`config.mk`:
```
export PLATFORM = sky130hd
export DESIGN_NAME = busown_hs
export DESIGN_NICKNAME = d
export VERILOG_FILES = /design/src/rtl/busown_pkg.sv /design/src/rtl/busown_sync.sv /design/src/rtl/busown_arb.sv /design/src/rtl/busown_req.sv /design/src/rtl/busown_hs.sv
export SDC_FILE = /design/constraint.sdc
export NUM_CORES = 1
export LEC_CHECK = 0
export ABC_AREA = 0
export BUFFER_PORTS_ARGS = -buffer_cell sky130_fd_sc_hd__buf_2
export CAP_MARGIN = 40
export CELL_PAD_IN_SITES_DETAIL_PLACEMENT = 0
export CELL_PAD_IN_SITES_GLOBAL_PLACEMENT = 1
export CORE_MARGIN = 2
export CORE_UTILIZATION = 35
export DETAILED_ROUTE_END_ITERATION = 8
export PLACE_DENSITY = 0.79
export SYNTH_ARGS = -nofsm -noshare
export SYNTH_HDL_FRONTEND = slang
export SYNTH_SLANG_ARGS = --single-unit
export TNS_END_PERCENT = 50
```
`constraint.sdc`:
```
create_clock -name clk -period 1.5 [get_ports clk]
set_input_delay 0.075 -clock clk [delete_from_list [all_inputs] [get_ports clk]]
set_output_delay 0.075 -clock clk [all_outputs]
set_load 0.005 [all_outputs]
```
`src/rtl/busown_pkg.sv`:
```
`timescale 1ns/1ps
package busown_pkg;

    typedef enum logic [1:0] {
        AR_IDLE    = 2'd0,
        AR_GRANT   = 2'd1,
        AR_OWNED   = 2'd2,
        AR_RELEASE = 2'd3
    } arb_state_e;

    typedef enum logic [1:0] {
        RQ_IDLE = 2'd0,
        RQ_ASK  = 2'd1,
        RQ_TAKE = 2'd2,
        RQ_OWN  = 2'd3
    } rq_state_e;

    typedef struct packed {
        logic grant;
        logic hold;
    } arb_out_t;

    typedef struct packed {
        logic req;
        logic ack;
        logic owner;
    } rq_out_t;

    // Bit positions inside the synchronized line bundles.
    localparam int LINE_A = 0;
    localparam int LINE_B = 1;
    localparam int LINES  = 2;

    function automatic arb_out_t arb_decode(input arb_state_e s);
        arb_out_t o;
        o.grant = (s == AR_GRANT);
        o.hold  = (s != AR_IDLE);
        return o;
    endfunction

    function automatic rq_out_t rq_decode(input rq_state_e s);
        rq_out_t o;
        o.req   = (s == RQ_ASK) || (s == RQ_TAKE);
        o.ack   = (s == RQ_TAKE) || (s == RQ_OWN);
        o.owner = (s == RQ_OWN);
        return o;
    endfunction

endpackage

```
`src/rtl/busown_sync.sv`:
```
`timescale 1ns/1ps
module busown_sync #(
    parameter int WIDTH  = 2,
    parameter int STAGES = 2
) (
    input  logic             clk,
    input  logic             rst,
    input  logic [WIDTH-1:0] d,
    output logic [WIDTH-1:0] q
);
    localparam int LAST = STAGES - 1;

    logic [WIDTH-1:0] chain [STAGES];

    always_ff @(posedge clk) begin
        if (rst) begin
            for (int i = 0; i < STAGES; i++) chain[i] <= '0;
        end else begin
            chain[0] <= d;
            for (int i = 1; i < STAGES; i++) chain[i] <= chain[i-1];
        end
    end

    assign q = chain[LAST];
endmodule

```
`src/rtl/busown_arb.sv`:
```
`timescale 1ns/1ps
module busown_arb
    import busown_pkg::*;
(
    input  logic clk,
    input  logic rst,
    input  logic req_s,
    input  logic ack_s,
    input  logic cycle_done,
    output logic grant,
    output logic hold
);
    arb_state_e state_q, state_d;
    arb_out_t   outs;

    always_comb begin
        state_d = state_q;
        unique case (state_q)
            AR_IDLE:
                if (req_s && !ack_s && cycle_done) state_d = AR_GRANT;
            AR_GRANT:
                if (ack_s)       state_d = AR_OWNED;
                else if (!req_s) state_d = AR_IDLE;
            AR_OWNED:
                if (!ack_s) state_d = AR_RELEASE;
            AR_RELEASE:
                state_d = AR_IDLE;
            default:
                state_d = AR_IDLE;
        endcase
    end

    always_ff @(posedge clk) begin
        if (rst) state_q <= AR_IDLE;
        else     state_q <= state_d;
    end

    assign outs  = arb_decode(state_q);
    assign grant = outs.grant;
    assign hold  = outs.hold;
endmodule

```
`src/rtl/busown_req.sv`:
```
`timescale 1ns/1ps
module busown_req
    import busown_pkg::*;
(
    input  logic clk,
    input  logic rst,
    input  logic want,
    input  logic finish,
    input  logic grant_s,
    input  logic ack_s,
    output logic req,
    output logic ack,
    output logic owner
);
    rq_state_e state_q, state_d;
    rq_out_t   outs;

    always_comb begin
        state_d = state_q;
        unique case (state_q)
            RQ_IDLE:
                if (want) state_d = RQ_ASK;
            RQ_ASK:
                if (!want)                  state_d = RQ_IDLE;
                else if (grant_s && !ack_s) state_d = RQ_TAKE;
            RQ_TAKE:
                state_d = RQ_OWN;
            RQ_OWN:
                if (finish) state_d = RQ_IDLE;
            default:
                state_d = RQ_IDLE;
        endcase
    end

    always_ff @(posedge clk) begin
        if (rst) state_q <= RQ_IDLE;
        else     state_q <= state_d;
    end

    assign outs  = rq_decode(state_q);
    assign req   = outs.req;
    assign ack   = outs.ack;
    assign owner = outs.owner;
endmodule

```
`src/rtl/busown_hs.sv`:
```
`timescale 1ns/1ps
module busown_hs
    import busown_pkg::*;
#(
    parameter int SYNC_STAGES = 2
) (
    input  logic clk,
    input  logic rst,
    input  logic dm_cycle_done,
    output logic dm_hold,
    input  logic arb_req_i,
    input  logic arb_ack_i,
    output logic arb_grant_o,
    input  logic alt_want,
    input  logic alt_finish,
    input  logic alt_grant_i,
    input  logic alt_ack_i,
    output logic alt_req_o,
    output logic alt_ack_o,
    output logic alt_owner
);
    logic [LINES-1:0] arb_raw, arb_syn;
    logic [LINES-1:0] rq_raw, rq_syn;

    assign arb_raw[LINE_A] = arb_req_i;
    assign arb_raw[LINE_B] = arb_ack_i;
    assign rq_raw[LINE_A]  = alt_grant_i;
    assign rq_raw[LINE_B]  = alt_ack_i;

    busown_sync #(.WIDTH(LINES), .STAGES(SYNC_STAGES)) u_arb_sync (
        .clk (clk),
        .rst (rst),
        .d   (arb_raw),
        .q   (arb_syn)
    );

    busown_sync #(.WIDTH(LINES), .STAGES(SYNC_STAGES)) u_rq_sync (
        .clk (clk),
        .rst (rst),
        .d   (rq_raw),
        .q   (rq_syn)
    );

    busown_arb u_arb (
        .clk        (clk),
        .rst        (rst),
        .req_s      (arb_syn[LINE_A]),
        .ack_s      (arb_syn[LINE_B]),
        .cycle_done (dm_cycle_done),
        .grant      (arb_grant_o),
        .hold       (dm_hold)
    );

    busown_req u_req (
        .clk     (clk),
        .rst     (rst),
        .want    (alt_want),
        .finish  (alt_finish),
        .grant_s (rq_syn[LINE_A]),
        .ack_s   (rq_syn[LINE_B]),
        .req     (alt_req_o),
        .ack     (alt_ack_o),
        .owner   (alt_owner)
    );
endmodule

```
==> impl_results.md, run 1 <==
* Status: finished clean
* Synth Area in Adders at 10.1%
* Setup TNS at 0 ns
* DIE AREA at 1730 sq um
* Post-route insts no fill at 79
* Clock Pin Slew Worst Setup and Hold Paths at 0.07 ns
* LEAKAGE at 0.288 nW
* Post-Syn Instances at 48
* Worst setup EP type: primary output
* Total CTS buffers at 3
* Max-slew violations at 0
* Hold Startpoint: arb_req_i
* Core Footprint at 1320 sq um
* Rel. slew slack at 84.6%
* Largest net degree at the start of global routing at 13
* First DRT Iteration DRCs at 5
* Share of layout cells above drive strength 1 at 34.4%
* Reg2reg setup slack at 0.28 ns
* Initial antenna violation count at 0
* Clock sinks at 12
* Hold WC Path Type: in -> reg
* Post-CTS Setup Bufs at 0
* Max cap viols at 0
* Routed vias at 363
* Period utilisation layout at 95.2%
* WL final at 725 um
* CP Depth at 4
* Compound-Gate Fraction of Synth Area at 11.1%
* RD Place Congestion at 0.733
* Hold path endpoint: u_arb_sync.chain[0][0]$_SDFF_PP0_
* Final net count at 78
* Boundary pin count at 14
* Synthesized flop and latch total at 12
* Clk_lat worst skew at 0.26 ns
* Min Clock Period, post-route at 1.43 ns
* Avg Vias per Cell at 4.59
* Post-Layout Inst Area at 611 sq um
* Crit path max fanout at 5
* Post-Syn Area per Cell at 10.3 sq um
* RSZ-0062 raised after global routing: no
* Vias in the first global route at 307
* Remaining DRCs at 0
* Xor/xnor cell area share of the yosys netlist at 0%
* Max stage delay on crit path at 0.37 ns
* Die Ht at 41.6 um
* Final hold viol count at 0
* Fin Clk Skew at 0.000481 ns
* Slowest cell on the critical path: dfxtp_2
* Diode count at 0
* Routed WL per cell at 9.18 um
* CTS root buffer: clkbuf_4
* Worst IR Drop VDD at 0.552 mV
* DPL Wire Length at 499 um
* FP Rows at 13
* Worst r2r path cells at 5
* WHS Path Cells at 2
* GRT Util Overall at 9.05%
* Critical path buffers and inverters at 2
* Number of port buffers at 13
* Worst-margin pin slew at 0.230 ns
* Mux cell area share after synthesis at 0%
* Layout area overhead at 23.5%
* CTS tree: done
* Setup CP Type: reg -> out
* Ys Warns at 0
* CP top delay family: flip-flops
* Largest family of logic cells by synthesized area: simple AND/OR/NAND/NOR gates
* Post-synthesis simple-gate area fraction at 27.6%
* DR pass1 iterations at 3
* Data required, critical path at 1.42 ns
* Crit-path cells: inv_1 > ha_1 > or2_2 > buf_2
* CP Launch Type: flip-flop
* Syn Nets at 61
* Global route total overflow at 0
* Placed insts at 75
* Power Density at 1090 nW/um^2
* Initial Util at 37.5%
* Final setup vio count at 0
* Hold Worst Slack at 0.0128 ns
* Cell area after placement at 573 sq um
* Post-route ant nets at 0
* Arr. time, crit path at 1.35 ns
* Fmax at 701 MHz
* H-tree depth at 1
* Worst R2R End: u_req.state_q[0]$_SDFFE_PP0P_
* Yosys cell types at 19
* DIE WIDTH at 41.6 um
* Area of the mapped netlist at 494 sq um
* First-pass GRT wire length at 1190 um
* Register area share after synthesis at 48.6%
* Longest Clk Path Bufs at 2
layout make-up:
class                      count  area [sq um]
clock buffer                   4          36.3
tap                           15          18.8
multi-input combinational     33           241
timing repair buffer          13          65.1
fill                         123           707
inverter                       2          7.51
sequential                    12           241
Yosys cell counts:
library cell	instances	area share, %
a21oi_1	2	2.0
a221oi_2	1	3.0
a41o_1	1	2.0
clkbuf_2	1	1.0
dfxtp_1	12	49
ha_1	4	10
inv_1	2	1.5
nand2_1	1	0.76
nand2b_1	2	2.5
nand4_1	1	1.3
nor2_1	3	2.3
nor2b_1	10	13
nor2b_4	1	2.8
nor3b_1	1	1.5
o211ai_1	1	1.5
o21a_1	1	1.5
o21ai_0	1	1.0
or2_0	1	1.3
or2_2	2	2.5
kinds of logic (layout without fill, tap and decap cells):
logic type,Yosys count,after routing
AO/OA/AOI/OAI,7,7
adder cells (fa/ha/maj),4,4
buffers and inverters,3,19
flip-flops,12,12
AND/OR/NAND/NOR,22,22
stage by stage:
| stage | total power, mW | worst slack [ns] | util [%] |
|---|---|---|---|
| 6_report | 0.667 | 0.0727 | 46.3 |
| 5_1_grt | 0.701 | 0.0103 | 46.3 |
| 4_1_cts | 0.677 | 0.0621 | 46.3 |
| 3_5_place_dp | 0.425 | 0.263 | 43.5 |
| 3_3_place_gp | 0.424 | 0.309 | 43.5 |
| 2_1_floorplan | 0.402 | 0.368 | - |
cells in the final DEF (no fill, tap or decap):
cell type / n
clkbuf_8: 1
ha_1: 4
nor3b_1: 1
or2_2: 2
or2_0: 1
o21a_1: 1
dfxtp_2: 1
nor2b_4: 1
a21oi_1: 2
inv_1: 2
buf_2: 13
o211ai_1: 1
nand4_1: 1
nand2_1: 1
o21ai_0: 1
clkbuf_4: 3
dfxtp_1: 11
a221oi_2: 1
nand2b_1: 2
nor2_1: 3
a41o_1: 1
nor2b_1: 10
worst register-to-register path, cell delays in order (launching register included):
cell and delay (ns):
dfxtp_1 0.35, inv_1 0.11, ha_1 0.15, nand2_1 0.08, or2_0 0.22, a221oi_2 0.23
per-layer routing:
layer,track usage [%],up-vias,part of all wire (%)
met5,0,-,0
met4,5.81,0,1.2
met3,3.91,2,4.4
met2,14.1,9,44
met1,10.0,163,50
li1,-,189,-
worst max-delay path by stage:
stage	startpoint	to	slack [ns]
final	u_req.state_q[0]$_SDFFE_PP0P_	alt_ack_o	0.07
after global routing	u_req.state_q[0]$_SDFFE_PP0P_	alt_ack_o	0.01
after CTS	u_req.state_q[0]$_SDFFE_PP0P_	alt_ack_o	0.06
after detailed placement	u_req.state_q[0]$_SDFFE_PP0P_	u_req.state_q[0]$_SDFFE_PP0P_	0.26
after global placement	u_req.state_q[0]$_SDFFE_PP0P_	u_req.state_q[0]$_SDFFE_PP0P_	0.31
after floorplan	u_req.state_q[0]$_SDFFE_PP0P_	u_req.state_q[0]$_SDFFE_PP0P_	0.37
timing repair:
item / in CTS / in global routing
setup endpoints to repair: 1 / 0
hold buffers: 0 / 0
resized for setup: 1 / 0
power breakdown:
| part | leakage, nW | switching (mW) | internal (mW) |
|---|---|---|---|
| Clock | 0.0210 | 0.100 | 0.147 |
| Combinational | 0.168 | 0.0352 | 0.0387 |
| Sequential | 0.0990 | 0.0104 | 0.335 |
Note: power is estimated with default switching activity, not from simulation.
==> run 2, diff against run 1 <==
- GPL_TIMING_DRIVEN: not set -> 0
==> impl_results.md, run 2 (synthesis results as in run 1) <==
* Total CTS buffers at 3 (unchanged)
* Final hold viol count at 0 (unchanged)
* Min Clock Period, post-route at 1.41 ns (-0.0185 ns)
* GRT Util Overall at 8.96% (-0.090 points)
* Hold path endpoint: u_arb_sync.chain[0][1]$_SDFF_PP0_
* WHS Path Cells at 2 (unchanged)
* Initial antenna violation count at 0 (unchanged)
* Fmax at 710 MHz (+1.3%)
* Status: finished clean
* Rel. slew slack at 84.7% (+0.10 points)
* Max cap viols at 0 (unchanged)
* Cell area after placement at 578 sq um (+0.87%)
* WL final at 672 um (-7.3%)
* Setup TNS at 0 ns (unchanged)
* H-tree depth at 1 (unchanged)
* Fin Clk Skew at 0.000160 ns (-0.000321 ns)
* First DRT Iteration DRCs at 4 (-1)
* Worst IR Drop VDD at 0.561 mV (+1.7%)
* Fill cells at 135 (+9.8%)
* FP Rows at 13 (unchanged)
* Max-slew violations at 0 (unchanged)
* Post-CTS Setup Bufs at 0 (unchanged)
* CTS tree: done
* DR pass1 iterations at 2 (-1)
* DIE WIDTH at 41.6 um (unchanged)
* LEAKAGE at 0.289 nW (+0.51%)
* Global route total overflow at 0 (unchanged)
* Largest net degree at the start of global routing at 11 (-2)
* Arr. time, crit path at 1.33 ns (-0.02 ns)
* Die Ht at 41.6 um (unchanged)
* Worst-margin pin slew at 0.229 ns (-0.00152 ns)
* Commonest non-fill, non-tap cell in the layout: buf_2
* Setup CP Type: reg -> out
* Vias in the first global route at 300 (-2.3%)
* Hold Startpoint: arb_ack_i
* Final net count at 80 (+2.6%)
* Post-Layout Inst Area at 614 sq um (+0.61%)
* Hold WC Path Type: in -> reg
* Post-route ant nets at 0 (unchanged)
* Startpoint of the worst-slack reg-to-reg timing path: u_req.state_q[0]$_SDFFE_PP0P_
* Layout area overhead at 24.3%
* Crit path max fanout at 5 (unchanged)
* Number of port buffers at 13 (unchanged)
* DIE AREA at 1730 sq um (unchanged)
* DPL Wire Length at 508 um (+1.9%)
* Reg2reg setup slack at 0.32 ns (+0.04 ns)
* First-pass GRT wire length at 1160 um (-2.8%)
* Longest Clk Path Bufs at 2 (unchanged)
* Clk_lat worst skew at 0.26 ns (about the same)
* Avg Vias per Cell at 4.43 (-3.7%)
* Worst setup EP type: primary output
* CTS root buffer: clkbuf_4
* CP Launch Type: flip-flop
* Data required, critical path at 1.42 ns (about the same)
* Remaining DRCs at 0 (unchanged)
* Worst R2R End: u_req.state_q[0]$_SDFFE_PP0P_
* Routed WL per cell at 8.40 um (-8.5%)
* Diode count at 0 (unchanged)
* Clock sinks at 12 (unchanged)
* RSZ-0062 raised after global routing: no
* Period utilisation layout at 93.9% (-1.2 points)
* Boundary pin count at 14 (unchanged)
* Core Footprint at 1320 sq um (unchanged)
* Initial Util at 37.5% (unchanged)
* Commonest non-fill, non-tap cells in the layout: buf_2 (13), dfxtp_1 (11), nor2b_1 (10)
* Clock Pin Slew Worst Setup and Hold Paths at 0.07 ns (about the same)
* Share of layout cells above drive strength 1 at 33.8% (-0.53 points)
* Worst r2r path cells at 5 (unchanged)
* Routed vias at 354 (-2.5%)
* Final setup vio count at 0 (unchanged)
* RD Place Congestion at 0.835 (+14%)
* Power Density at 997 nW/um^2 (-8.8%)
==> run 2: changes by cell type in the layout (fill, tap and decap cells not counted), sizes merged <==
cell         change
dlygate4sd3      +1
==> run 2: timing repair <==
action	in CTS	in global routing
hold endpoints to repair	1	0
hold buffers	1	0
endpoints found under the setup margin	1	1
resized for setup	1	1
pin swaps	0	0
==> run 2: worst max-delay path by stage <==
stage / startpoint / to / slack, ns / depth (start not counted)
after floorplan: u_req.state_q[0]$_SDFFE_PP0P_ / u_req.state_q[0]$_SDFFE_PP0P_ / 0.37 / 5
after global placement: u_req.state_q[0]$_SDFFE_PP0P_ / u_req.state_q[0]$_SDFFE_PP0P_ / 0.26 / 5
after detailed placement: u_req.state_q[0]$_SDFFE_PP0P_ / u_req.state_q[0]$_SDFFE_PP0P_ / 0.24 / 5
after CTS: u_req.state_q[0]$_SDFFE_PP0P_ / alt_ack_o / 0.06 / 4
after global routing: u_req.state_q[0]$_SDFFE_PP0P_ / alt_ack_o / 0.01 / 4
final: u_req.state_q[0]$_SDFFE_PP0P_ / alt_ack_o / 0.09 / 4
==> run 2: cell type report <==
| type | count | area, sq um | share of cell area [%] |
|---|---|---|---|
| flip-flops and latches | 12 | 244 | 39.7 |
| multi-input cells | 33 | 241 | 39.3 |
| repair buffers | 14 | 75.1 | 12.2 |
| clock buffers | 3 | 22.5 | 3.67 |
| well taps | 15 | 18.8 | 3.05 |
| inverters | 2 | 7.51 | 1.22 |
| plain buffers | 1 | 5.00 | 0.815 |
==> run 2: worst max-delay path, stage by stage (launching register included) <==
cell and delay, ns:
dfxtp_4 0.37, inv_1 0.08, ha_1 0.21, or2_2 0.28, buf_2 0.13
==> run 2: power by group <==
| part | switching [mW] | total [mW] | internal (mW) |
|---|---|---|---|
| combinational | 0.0345 | 0.0757 | 0.0412 |
| clock | 0.0981 | 0.191 | 0.0927 |
| sequential | 0.00994 | 0.346 | 0.336 |
| total | 0.143 | 0.612 | 0.470 |
==> run 2: per-layer routing <==
metal,routed length [um],share of wire (%),vias to the layer above,GRT usage (%)
li1,-,-,193,-
met1,336,50,152,10.5
met2,302,45,7,13.1
met3,28,4.2,2,2.61
met4,5,0.74,0,7.74
met5,0,0,-,0
==> run 2: per-stage QoR <==
stage          utilization, %  setup slack, ns  hold slack (ns)  std cells  power, mW
6_report                 46.6           0.0912           0.0158         80      0.612
5_1_grt                  46.6           0.0109           0.0203         80      0.648
4_1_cts                  46.4           0.0580          0.00637         80      0.621
3_5_place_dp             43.9            0.244            0.277         76      0.427
3_3_place_gp             43.9            0.255            0.269         76      0.426
2_1_floorplan               -            0.368            0.147         48      0.402
==> run 3, diff against run 2 <==
- CTS_BUF_LIST: not set -> sky130_fd_sc_hd__clkbuf_16
- SLEW_MARGIN: not set -> 40
==> impl_results.md, run 3 (synthesis results as in run 1) <==
* Period utilisation layout at 92.1% (-1.8 points)
* Initial Util at 37.5% (unchanged)
* Setup CP Type: reg -> out
* Initial antenna violation count at 0 (unchanged)
* Final core utilization at 49.7% (+3.0 points)
* Clk_lat worst skew at 0.23 ns (-0.03 ns)
* Reg2reg setup slack at 0.31 ns (about the same)
* Rel. slew slack at 84.7% (unchanged)
* Final setup vio count at 0 (unchanged)
* Worst IR Drop VDD at 0.883 mV (+57%)
* Hold WC Path Type: in -> reg
* LEAKAGE at 0.308 nW (+6.5%)
* Startpoint of the worst-slack reg-to-reg timing path: u_req.state_q[0]$_SDFFE_PP0P_
* Int Pwr at 0.722 mW (+54%)
* FP Rows at 13 (unchanged)
* Clock power frac at 52.6% (+21 points)
* Routed WL per cell at 8.34 um (-0.69%)
* Boundary pin count at 14 (unchanged)
* GRT Util Overall at 8.95% (about the same)
* Worst R2R End: u_req.state_q[0]$_SDFFE_PP0P_
* Worst-margin pin slew at 0.229 ns (unchanged)
* Gate power share at 8.3% (-4.1 points)
* Fmax at 724 MHz (+2.0%)
* DR pass1 iterations at 1 (-1)
* Global route total overflow at 0 (unchanged)
* DPL Wire Length at 508 um (unchanged)
* Avg Vias per Cell at 4.42 (-0.16%)
* Max-slew violations at 0 (unchanged)
* Number of port buffers at 13 (unchanged)
* Power Density at 1360 nW/um^2 (+36%)
* Commonest non-fill, non-tap cell in the layout: buf_2
* RSZ-0062 raised after global routing: no
* Wl on met1 at 344 um (+2.4%)
* Post-route ant nets at 0 (unchanged)
* WL final at 659 um (-1.9%)
* Diode count at 0 (unchanged)
* Core Footprint at 1320 sq um (unchanged)
* Fin Clk Skew at 0.000156 ns (-0.00000352 ns)
* Commonest non-fill, non-tap cells in the layout: buf_2 (13), dfxtp_1 (11), nor2b_1 (10)
* Longest Clk Path Bufs at 2 (unchanged)
* Hold Startpoint: rst
* Post-CTS Hold Buffers at 0 (-1)
* Arr. time, crit path at 1.31 ns (-0.02 ns)
* DIE AREA at 1730 sq um (unchanged)
* Status: finished clean
* Data required, critical path at 1.42 ns (about the same)
* Setup TNS at 0 ns (unchanged)
* Worst r2r path cells at 5 (unchanged)
* Seq pwr share at 39.1% (-17 points)
* Share of layout cells above drive strength 1 at 34.4% (+0.53 points)
* Worst setup EP type: primary output
* Hold path endpoint: u_rq_sync.chain[0][0]$_SDFF_PP0_
* Max cap viols at 0 (unchanged)
* First-pass GRT wire length at 1160 um (unchanged)
* Final hold viol count at 0 (unchanged)
* CTS root buffer: clkbuf_16
* Sw Ratio at 18.6% (-4.7 points)
* CP Launch Type: flip-flop
* Final net count at 79 (-1.3%)
* Layout area overhead at 32.4%
* DIE WIDTH at 41.6 um (unchanged)
* H-tree depth at 1 (unchanged)
* Clock sinks at 12 (unchanged)
* Total CTS buffers at 3 (unchanged)
* WHS Path Cells at 2 (unchanged)
* WL met2 at 280 um (-7.3%)
* CTS tree: done
* Max layer used: met4
* Overall power at 0.888 mW (+45%)
* Vias in the first global route at 297 (-1.0%)
* Remaining DRCs at 0 (unchanged)
* Min Clock Period, post-route at 1.38 ns (-0.0271 ns)
* Routed vias at 349 (-1.4%)
* DR WL met3 at 29 um (+3.6%)
* Crit path max fanout at 5 (unchanged)
* Die Ht at 41.6 um (unchanged)
* RD Place Congestion at 0.835 (unchanged)
* Switch Pwr at 0.165 mW (+16%)
* Largest net degree at the start of global routing at 11 (unchanged)
* Clock Pin Slew Worst Setup and Hold Paths at 0.04 ns (-0.03 ns)
* First DRT Iteration DRCs at 0 (-4)
[run 3: cell count changes in the layout (fill, tap and decap cells not counted)]
cell,change
dfxtp_2,+1
clkbuf_16,+3
dlygate4sd3_1,-1
dfxtp_4,-1
clkbuf_4,-3
[run 3: worst max-delay path by stage]
stage               cells after the start                       endpoint                     startpoint  slack (ns)
global route                            4                      alt_ack_o  u_req.state_q[0]$_SDFFE_PP0P_        0.03
finish                                  4                      alt_ack_o  u_req.state_q[0]$_SDFFE_PP0P_        0.12
detailed placement                      5  u_req.state_q[0]$_SDFFE_PP0P_  u_req.state_q[0]$_SDFFE_PP0P_        0.24
CTS                                     4                      alt_ack_o  u_req.state_q[0]$_SDFFE_PP0P_        0.03
global placement                        5  u_req.state_q[0]$_SDFFE_PP0P_  u_req.state_q[0]$_SDFFE_PP0P_        0.26
floorplan                               5  u_req.state_q[0]$_SDFFE_PP0P_  u_req.state_q[0]$_SDFFE_PP0P_        0.37
[run 3: through the flow]
stage          worst slack (ns)  instances  hold WS, ns  area, sq um
4_1_cts                  0.0300         79       0.0293          653
5_1_grt                  0.0331         79       0.0334          654
3_3_place_gp              0.255         76        0.269          578
3_5_place_dp              0.244         76        0.277          578
6_report                  0.118         79       0.0282          654
2_1_floorplan             0.368         48        0.147          494
[run 3: per-layer routing]
| layer | track usage [%] | vias up |
|---|---|---|
| met3 | 2.61 | 2 |
| met2 | 13.4 | 7 |
| li1 | - | 191 |
| met5 | 0 | - |
| met1 | 10.2 | 149 |
| met4 | 7.74 | 0 |
[run 3: layout make-up]
class	instances	area [sq um]
fillers	128	663
plain buffers	1	5.00
flip-flops and latches	12	241
well taps	15	18.8
inverters	2	7.51
multi-input cells	33	241
clock buffers	3	75.1
repair buffers	13	65.1
[run 3: repair_timing]
| item | in CTS | in global routing |
|---|---|---|
| setup endpoints to repair | 0 | 1 |
| gates resized for setup | 0 | 1 |
| setup buffers | 0 | 0 |
[run 3: power by group through the flow]
| stage | clock (mW) | sequential, mW | combinational (mW) |
|---|---|---|---|
| global route | 0.489 | 0.350 | 0.0861 |
| floorplan | 0 | 0.349 | 0.0528 |
| CTS | 0.476 | 0.346 | 0.0757 |
| finish | 0.467 | 0.347 | 0.0738 |
| detailed placement | 0 | 0.352 | 0.0753 |
| global placement | 0 | 0.352 | 0.0742 |
[run 3: critical path, cell delays in order (launching register included)]
cell	delay [ns]
dfxtp_2	0.36
inv_1	0.09
ha_1	0.21
or2_2	0.28
buf_2	0.13
